==> src/rtl/gpio_bank_pkg.sv <==
package gpio_bank_pkg;
  localparam int NUM_PORTS = 8;
  localparam int PORT_PINS = 32;
  localparam int ADDR_W = 14;
  localparam int DATA_W = PORT_PINS;
  localparam int PIN_COUNT = NUM_PORTS * PORT_PINS;
  localparam int PIN_IDX_W = $clog2(PIN_COUNT);
  localparam int PORT_IDX_W = $clog2(NUM_PORTS);
  localparam logic [ADDR_W-1:0] DIR_BASE = ADDR_W'('h2000);
  localparam logic [ADDR_W-1:0] DIR_END = DIR_BASE + ADDR_W'(4 * NUM_PORTS);

  typedef enum logic [1:0] {
    RD_NONE = 2'd0,
    RD_PIN  = 2'd1,
    RD_DIR  = 2'd2
  } rd_sel_e;

  typedef struct packed {
    logic pinWe;
    logic dirWe;
    logic [PIN_IDX_W-1:0] pinIdx;
    logic [PORT_IDX_W-1:0] portIdx;
    rd_sel_e rdSel;
  } bus_strobe_t;
endpackage

==> src/rtl/gpio_bank_ctrl.sv <==
module gpio_bank_ctrl
  import gpio_bank_pkg::*;
(
  input  logic clk,
  input  logic rst,
  input  logic [ADDR_W-1:0] busAddr,
  input  logic busWe,
  output bus_strobe_t strobe
);
  logic isPin;
  logic isDir;
  logic [ADDR_W-1:0] dirOffset;

  always_comb begin
    dirOffset = busAddr - DIR_BASE;
    isPin = (busAddr < ADDR_W'(PIN_COUNT));
    isDir = (busAddr >= DIR_BASE) && (busAddr < DIR_END) && (busAddr[1:0] == 2'b00);
    strobe.pinWe = busWe && isPin;
    strobe.dirWe = busWe && isDir;
    strobe.pinIdx = busAddr[PIN_IDX_W-1:0];
    strobe.portIdx = dirOffset[PORT_IDX_W+1:2];
    if (isPin) strobe.rdSel = RD_PIN;
    else if (isDir) strobe.rdSel = RD_DIR;
    else strobe.rdSel = RD_NONE;
  end

  // a write targets at most one register kind
  a_r5_one_target: assert property (@(posedge clk) disable iff (rst)
    $onehot0({strobe.pinWe, strobe.dirWe}));

  // unmapped addresses never produce a write strobe
  a_r7_unmapped_no_strobe: assert property (@(posedge clk) disable iff (rst)
    (strobe.rdSel == RD_NONE) |-> !(strobe.pinWe || strobe.dirWe));
endmodule

==> src/rtl/gpio_bank_data.sv <==
module gpio_bank_data
  import gpio_bank_pkg::*;
(
  input  logic clk,
  input  logic rst,
  input  bus_strobe_t strobe,
  input  logic [DATA_W-1:0] busWdata,
  input  logic [PIN_COUNT-1:0] pinIn,
  output logic [DATA_W-1:0] busRdata,
  output logic [PIN_COUNT-1:0] pinOut,
  output logic [PIN_COUNT-1:0] pinOe
);
  logic [PIN_COUNT-1:0] syncA;
  logic [PIN_COUNT-1:0] syncB;
  logic [PIN_COUNT-1:0] outLatch;
  logic [PIN_COUNT-1:0] dirFlat;
  logic [DATA_W-1:0] rdNext;

  // two-flop input synchronizer
  always_ff @(posedge clk) begin
    if (rst) begin
      syncA <= '0;
      syncB <= '0;
    end else begin
      syncA <= pinIn;
      syncB <= syncA;
    end
  end

  // per-pin output latches
  always_ff @(posedge clk) begin
    if (rst) outLatch <= '0;
    else if (strobe.pinWe) outLatch[strobe.pinIdx] <= busWdata[0];
  end

  // one direction word per port
  for (genvar p = 0; p < NUM_PORTS; p++) begin : g_dir
    always_ff @(posedge clk) begin
      if (rst) dirFlat[p*PORT_PINS +: PORT_PINS] <= '0;
      else if (strobe.dirWe && (strobe.portIdx == PORT_IDX_W'(p)))
        dirFlat[p*PORT_PINS +: PORT_PINS] <= busWdata;
    end
  end

  always_comb begin
    case (strobe.rdSel)
      RD_PIN:  rdNext = {{(DATA_W-1){1'b0}}, syncB[strobe.pinIdx]};
      RD_DIR:  rdNext = dirFlat[strobe.portIdx*PORT_PINS +: PORT_PINS];
      default: rdNext = '0;
    endcase
  end

  always_ff @(posedge clk) begin
    if (rst) busRdata <= '0;
    else busRdata <= rdNext;
  end

  assign pinOut = outLatch;
  assign pinOe = dirFlat;

  a_r2_pin_write: assert property (@(posedge clk) disable iff (rst)
    strobe.pinWe |=> (pinOut[$past(strobe.pinIdx)] == $past(busWdata[0])));

  a_r5_dir_write: assert property (@(posedge clk) disable iff (rst)
    strobe.dirWe |=> (pinOe[$past(strobe.portIdx)*PORT_PINS +: PORT_PINS] == $past(busWdata)));

  a_r3_pin_read_upper_zero: assert property (@(posedge clk) disable iff (rst)
    (strobe.rdSel == RD_PIN) |=> (busRdata[DATA_W-1:1] == '0));

  a_r7_unmapped_reads_zero: assert property (@(posedge clk) disable iff (rst)
    (strobe.rdSel == RD_NONE) |=> (busRdata == '0));

  a_r7_no_write_stable: assert property (@(posedge clk) disable iff (rst)
    !(strobe.pinWe || strobe.dirWe) |=> ($stable(pinOut) && $stable(pinOe)));
endmodule

==> src/rtl/gpio_bank_map.sv <==
module gpio_bank_map
  import gpio_bank_pkg::*;
(
  input  logic clk,
  input  logic rst,
  input  logic [ADDR_W-1:0] busAddr,
  input  logic busWe,
  input  logic [DATA_W-1:0] busWdata,
  output logic [DATA_W-1:0] busRdata,
  input  logic [PIN_COUNT-1:0] pinIn,
  output logic [PIN_COUNT-1:0] pinOut,
  output logic [PIN_COUNT-1:0] pinOe
);
  bus_strobe_t strobe;

  gpio_bank_ctrl ctrl_i (
    .clk(clk),
    .rst(rst),
    .busAddr(busAddr),
    .busWe(busWe),
    .strobe(strobe)
  );

  gpio_bank_data data_i (
    .clk(clk),
    .rst(rst),
    .strobe(strobe),
    .busWdata(busWdata),
    .pinIn(pinIn),
    .busRdata(busRdata),
    .pinOut(pinOut),
    .pinOe(pinOe)
  );
endmodule

==> config.mk <==
export PLATFORM = sky130hd
export DESIGN_NAME = gpio_bank_map
export DESIGN_NICKNAME = d
export VERILOG_FILES = /design/src/rtl/gpio_bank_pkg.sv /design/src/rtl/gpio_bank_ctrl.sv /design/src/rtl/gpio_bank_data.sv /design/src/rtl/gpio_bank_map.sv
export SDC_FILE = /design/constraint.sdc
export NUM_CORES = 2
export LEC_CHECK = 0
export BUFFER_PORTS_ARGS = -buffer_cell sky130_fd_sc_hd__clkbuf_2
export CORE_AREA = 10 10 319 321
export DETAILED_ROUTE_END_ITERATION = 10
export DIE_AREA = 0 0 329 331
export GPL_ROUTABILITY_DRIVEN = 1
export HOLD_SLACK_MARGIN = 0.06
export SYNTH_ARGS = -nofsm -noshare
export SYNTH_HDL_FRONTEND = slang
export SYNTH_SLANG_ARGS = --single-unit
==> constraint.sdc <==
create_clock -name clk -period 4.95 [get_ports clk]
set_input_delay 0 -clock clk [delete_from_list [all_inputs] [get_ports clk]]
set_output_delay 0 -clock clk [all_outputs]
set_load 0.02 [all_outputs]
==> flow_metrics.env <==
export IMPL_hold_violations=0
export IMPL_grt_overflow=0
export IMPL_synth_edf_count=0
export IMPL_tritoncts_buffer_count=107
export IMPL_timing_critical_path_slowest_cell_delay_ps=680
export IMPL_timing_final_crit_share_pct=62.4
export IMPL_post_dp_hpwl_um=99900
export IMPL_critical_path_depth=10
export IMPL_ys_ff_latch=1056
export IMPL_crit_path_max_fanout=21
export IMPL_grt_pass1_vias=32900
export IMPL_p_int_w=0.0143
export IMPL_timing_max_cap_violations=0
export IMPL_cp_data_required_time_ps=5570
export IMPL_finalMaxSlewViolations=0
export IMPL_worstSetupStartpointType="input pin"
export IMPL_grt_max_degree=221
export IMPL_cts_root_buf="sky130_fd_sc_hd__clkbuf_16"
export IMPL_num_fill_cells=8376
export IMPL_biggest_area_contributors_in_the_synthesized_netlist="sky130_fd_sc_hd__dfxtp_1 (57%), sky130_fd_sc_hd__nor2b_1 (8.8%), sky130_fd_sc_hd__mux4_2 (7.1%)"
export IMPL_irDropWorstVdd_uv=305
export IMPL_finalCriticalPeriod_ps=3090
export IMPL_clock_network_power_share_pct=46.2
export IMPL_die_area_um2=109000
export IMPL_cts_post_setup_buffers_inserted=0
export IMPL_post_synth_cell_area_avg_um2=9.69
export IMPL_num_vias=33500
export IMPL_outcome="finished, final reports clean"
export IMPL_worst_slew_pin_slew_ps=1330
export IMPL_worst_path_buf_inv=4
export IMPL_area_growth_syn_to_layout_pct=35.7
export IMPL_post_drt_via_cell_ratio=5.27
export IMPL_finalPower_w=0.0184
export IMPL_cts_htree_levels=3
export IMPL_global_route_wire_length_before_repair_um=220000
export IMPL_grt_util_all_layers_pct=26.7
export IMPL_cts_root_to_sink_buffers=3
export IMPL_max_slew_margin_pct=11.7
export IMPL_minimum_hold_slack_ps=119
export IMPL_finalCoreUtilization_pct=52.9
export IMPL_timing_final_setup_violations=0
export IMPL_postSynthCellCount=3854
export IMPL_final_seq_area_um2=21100
export IMPL_placement_rows=114
export IMPL_worstPathCellList="dlygate4sd3_1, clkbuf_2, nor4b_1, and4_1, nand3b_1, nor2_2, buf_12, nand2_1, a21oi_1, dlygate4sd3_1"
export IMPL_remaining_drc_errors=0
export IMPL_final_critical_path_setup_slack_ps=1860
export IMPL_timing_critical_path_to_type="register"
export IMPL_timing_worst_setup_path_type="input pin to register"
export IMPL_multi_input_area_um2=14900
export IMPL_port_buffer_count=848
export IMPL_setup_tns_final_ps=0
export IMPL_drive_gt1_share_pct=24.3
export IMPL_hold_class="input pin to register"
export IMPL_cp_arrival_ps=3720
export IMPL_dominant_delay_contributor_by_cell_family_on_the_critical_path="simple AND/OR/NAND/NOR gates"
export IMPL_timing_critical_path_slowest_stage_cell="sky130_fd_sc_hd__nor2_2"
export IMPL_final_nets=5280
export IMPL_dp_worst_setup_slack_ps=1840
export IMPL_synthArstFlopShare_pct=0
export IMPL_max_freq_mhz=324
export IMPL_effective_utilization_at_floorplan_pct=39.0
export IMPL_dr_first_iter_drc_count=3314
export IMPL_cell_leakage_power_nw=20.0
export IMPL_synth_seq_area_share_pct=56.6
export IMPL_synthFlopType="sky130_fd_sc_hd__dfxtp_1"
export IMPL_worstRegToRegCells=6
export IMPL_cts_tree="done"
export IMPL_yosysWarnings=0
export IMPL_switching_share_pct=22.4
export IMPL_pin_count=849
export IMPL_rsz0062_at_grt="false"
export IMPL_clk_transition_reported_paths_ps=60
export IMPL_place_congestion=0.900
export IMPL_clock_sinks=1056
export IMPL_worst_hold_path_num_cells=3
export IMPL_dieWidth_um=329
export IMPL_fin_worst_skew_ps=26.7
export IMPL_wire_length_reported_by_the_detailed_router_um=153000
export IMPL_post_synth_top_area_fraction_pct=56.6
export IMPL_switchingPower_w=0.00411
export IMPL_insertion_delay_ps=700
export IMPL_detail_route_antenna_nets=0
export IMPL_antenna_found_initial=14
export IMPL_netlist_top_cell_by_area="sky130_fd_sc_hd__dfxtp_1"
export IMPL_core_region_area_um2=95700
export IMPL_syn_num_nets=4159
export IMPL_routedWlPerCell_um=24.0
export IMPL_die_y_um=331
export IMPL_power_density_nw_per_um2=363
export IMPL_combPwrFrac_pct=6.3
export IMPL_path_common_cell="sky130_fd_sc_hd__dlygate4sd3_1"
export IMPL_yosysUniqueCellTypes=43
export IMPL_syn_cell_area_um2=37300
export IMPL_flop_pwr_share_pct=47.6
export IMPL_first_pass_iters=6
export IMPL_timing_reg2reg_setup_slack_ps=2640
-- sequential cells by signal, indices dropped and copies added, names as in the netlist --
name and count:
data_i.busRdata 32, data_i.pinOe 256, data_i.pinOut 256, data_i.syncA 256
data_i.syncB 256
-- cell type report --
class | instances | area share (%)
Sequential cell | 1056 | 41.7
Multi-Input combinational cell | 2448 | 29.3
Timing Repair Buffer | 1357 | 18.4
Clock buffer | 156 | 6.25
Tap cell | 1276 | 3.15
Clock inverter | 42 | 1.09
Inverter | 5 | 0.0371
Antenna cell | 6 | 0.0296
-- power groups by stage --
| stage | combinational, W | sequential [W] | clock (W) |
|---|---|---|---|
| 5_1_grt | 0.00122 | 0.00875 | 0.00894 |
| 6_report | 0.00115 | 0.00874 | 0.00848 |
| 2_1_floorplan | 0.000520 | 0.00890 | 0 |
| 3_3_place_gp | 0.000839 | 0.00892 | 0 |
| 4_1_cts | 0.00112 | 0.00873 | 0.00858 |
| 3_5_place_dp | 0.000839 | 0.00892 | 0 |
-- Yosys cell counts (2+ instances only) --
cell type and count:
sky130_fd_sc_hd__a22o_1 2, sky130_fd_sc_hd__buf_4 7, sky130_fd_sc_hd__clkbuf_1 260, sky130_fd_sc_hd__mux4_2 117, sky130_fd_sc_hd__o21ai_0 257, sky130_fd_sc_hd__a22oi_1 6
sky130_fd_sc_hd__o211ai_1 6, sky130_fd_sc_hd__a311oi_1 3, sky130_fd_sc_hd__mux2_2 3, sky130_fd_sc_hd__and4_1 2, sky130_fd_sc_hd__nand2b_1 7, sky130_fd_sc_hd__and2_1 2
sky130_fd_sc_hd__buf_1 8, sky130_fd_sc_hd__a21oi_1 514, sky130_fd_sc_hd__nand4_1 3, sky130_fd_sc_hd__inv_1 5, sky130_fd_sc_hd__dfxtp_1 1056, sky130_fd_sc_hd__buf_2 68
sky130_fd_sc_hd__nand3_1 271, sky130_fd_sc_hd__and3_1 2, sky130_fd_sc_hd__mux2i_1 52, sky130_fd_sc_hd__a211oi_1 8, sky130_fd_sc_hd__nand2_1 559, sky130_fd_sc_hd__mux4_1 8
sky130_fd_sc_hd__nor2b_1 523, sky130_fd_sc_hd__or2_2 4, sky130_fd_sc_hd__nor2_1 75, sky130_fd_sc_hd__nor3_1 11
-- per-layer routing --
layer	global-route usage (%)	part of all wire, %	wire length, µm
met3	6.02	8.8	13400
met4	13.2	5.3	8050
met5	0	0.056	85
met2	43.2	47	71100
met1	33.4	39	59900
-- worst register-to-register path, stage by stage, from the launching register on --
cell                      delay, ps
sky130_fd_sc_hd__dfxtp_1        290
sky130_fd_sc_hd__mux4_1         530
sky130_fd_sc_hd__mux4_2         500
sky130_fd_sc_hd__mux2i_1        300
sky130_fd_sc_hd__nor2_1          80
sky130_fd_sc_hd__a211o_1        270
sky130_fd_sc_hd__a41o_1         230
-- logic make-up (layout without fill, tap and decap cells) --
kind of cell    after synthesis  in the layout  synth area share (%)
compound gates              804            804                  11.0
buf+inv                     350           1560                  3.87
flops                      1056           1056                  56.6
mux                         180            180                  9.11
other cells                   0              6                     0
simple gates               1464           1464                  19.4
-- placed cells by master, fill, tap and decap left out, types with 3 or more instances in the layout --
master	synthesis	layout
sky130_fd_sc_hd__dfxtp_1	1056	1056
sky130_fd_sc_hd__clkbuf_2	0	841
sky130_fd_sc_hd__nand2_1	559	559
sky130_fd_sc_hd__nor2b_1	523	523
sky130_fd_sc_hd__a21oi_1	514	514
sky130_fd_sc_hd__dlygate4sd3_1	0	454
sky130_fd_sc_hd__nand3_1	271	270
sky130_fd_sc_hd__o21ai_0	257	257
sky130_fd_sc_hd__mux4_2	117	117
sky130_fd_sc_hd__clkbuf_16	0	108
sky130_fd_sc_hd__nor2_1	75	62
sky130_fd_sc_hd__buf_4	7	53
sky130_fd_sc_hd__mux2i_1	52	52
sky130_fd_sc_hd__clkbuf_8	0	28
sky130_fd_sc_hd__clkinv_2	0	20
sky130_fd_sc_hd__clkbuf_1	260	20
sky130_fd_sc_hd__nor2_2	0	12
sky130_fd_sc_hd__bufinv_16	0	11
sky130_fd_sc_hd__nor3_2	0	9
sky130_fd_sc_hd__a211oi_1	8	8
sky130_fd_sc_hd__mux4_1	8	8
sky130_fd_sc_hd__diode_2	0	6
sky130_fd_sc_hd__nand2b_1	7	6
sky130_fd_sc_hd__o211ai_1	6	6
sky130_fd_sc_hd__a22oi_1	6	6
sky130_fd_sc_hd__inv_1	5	5
sky130_fd_sc_hd__buf_12	0	5
sky130_fd_sc_hd__or2_2	4	4
sky130_fd_sc_hd__inv_6	0	4
sky130_fd_sc_hd__clkinvlp_4	0	4
sky130_fd_sc_hd__nand4_1	3	3
sky130_fd_sc_hd__mux2_2	3	3
sky130_fd_sc_hd__a311oi_1	3	3
sky130_fd_sc_hd__buf_6	1	3
-- repair_timing --
item | in CTS | in global routing
hold buffers | 454 | 0
hold endpoints to repair | 679 | 0
resized for setup | 0 | 0
-- worst paths after layout --
check / start / end
max: busAddr[13] / data_i.pinOe[34]
min: pinIn[69] / data_i.syncA[69]
max reg2reg: data_i.syncB[243] / data_i.busRdata[0]
min reg2reg: data_i.syncA[181] / data_i.syncB[181]
-- through the flow --
| stage | cell area (µm²) | cells |
|---|---|---|
| after detailed placement | 42400 | 5688 |
| after floorplan | 37300 | 3854 |
| final | 50600 | 6346 |
| after global routing | 50600 | 6344 |
| after global placement | 42400 | 5688 |
| after CTS | 50600 | 6340 |
(Power assumes the default switching activity.)
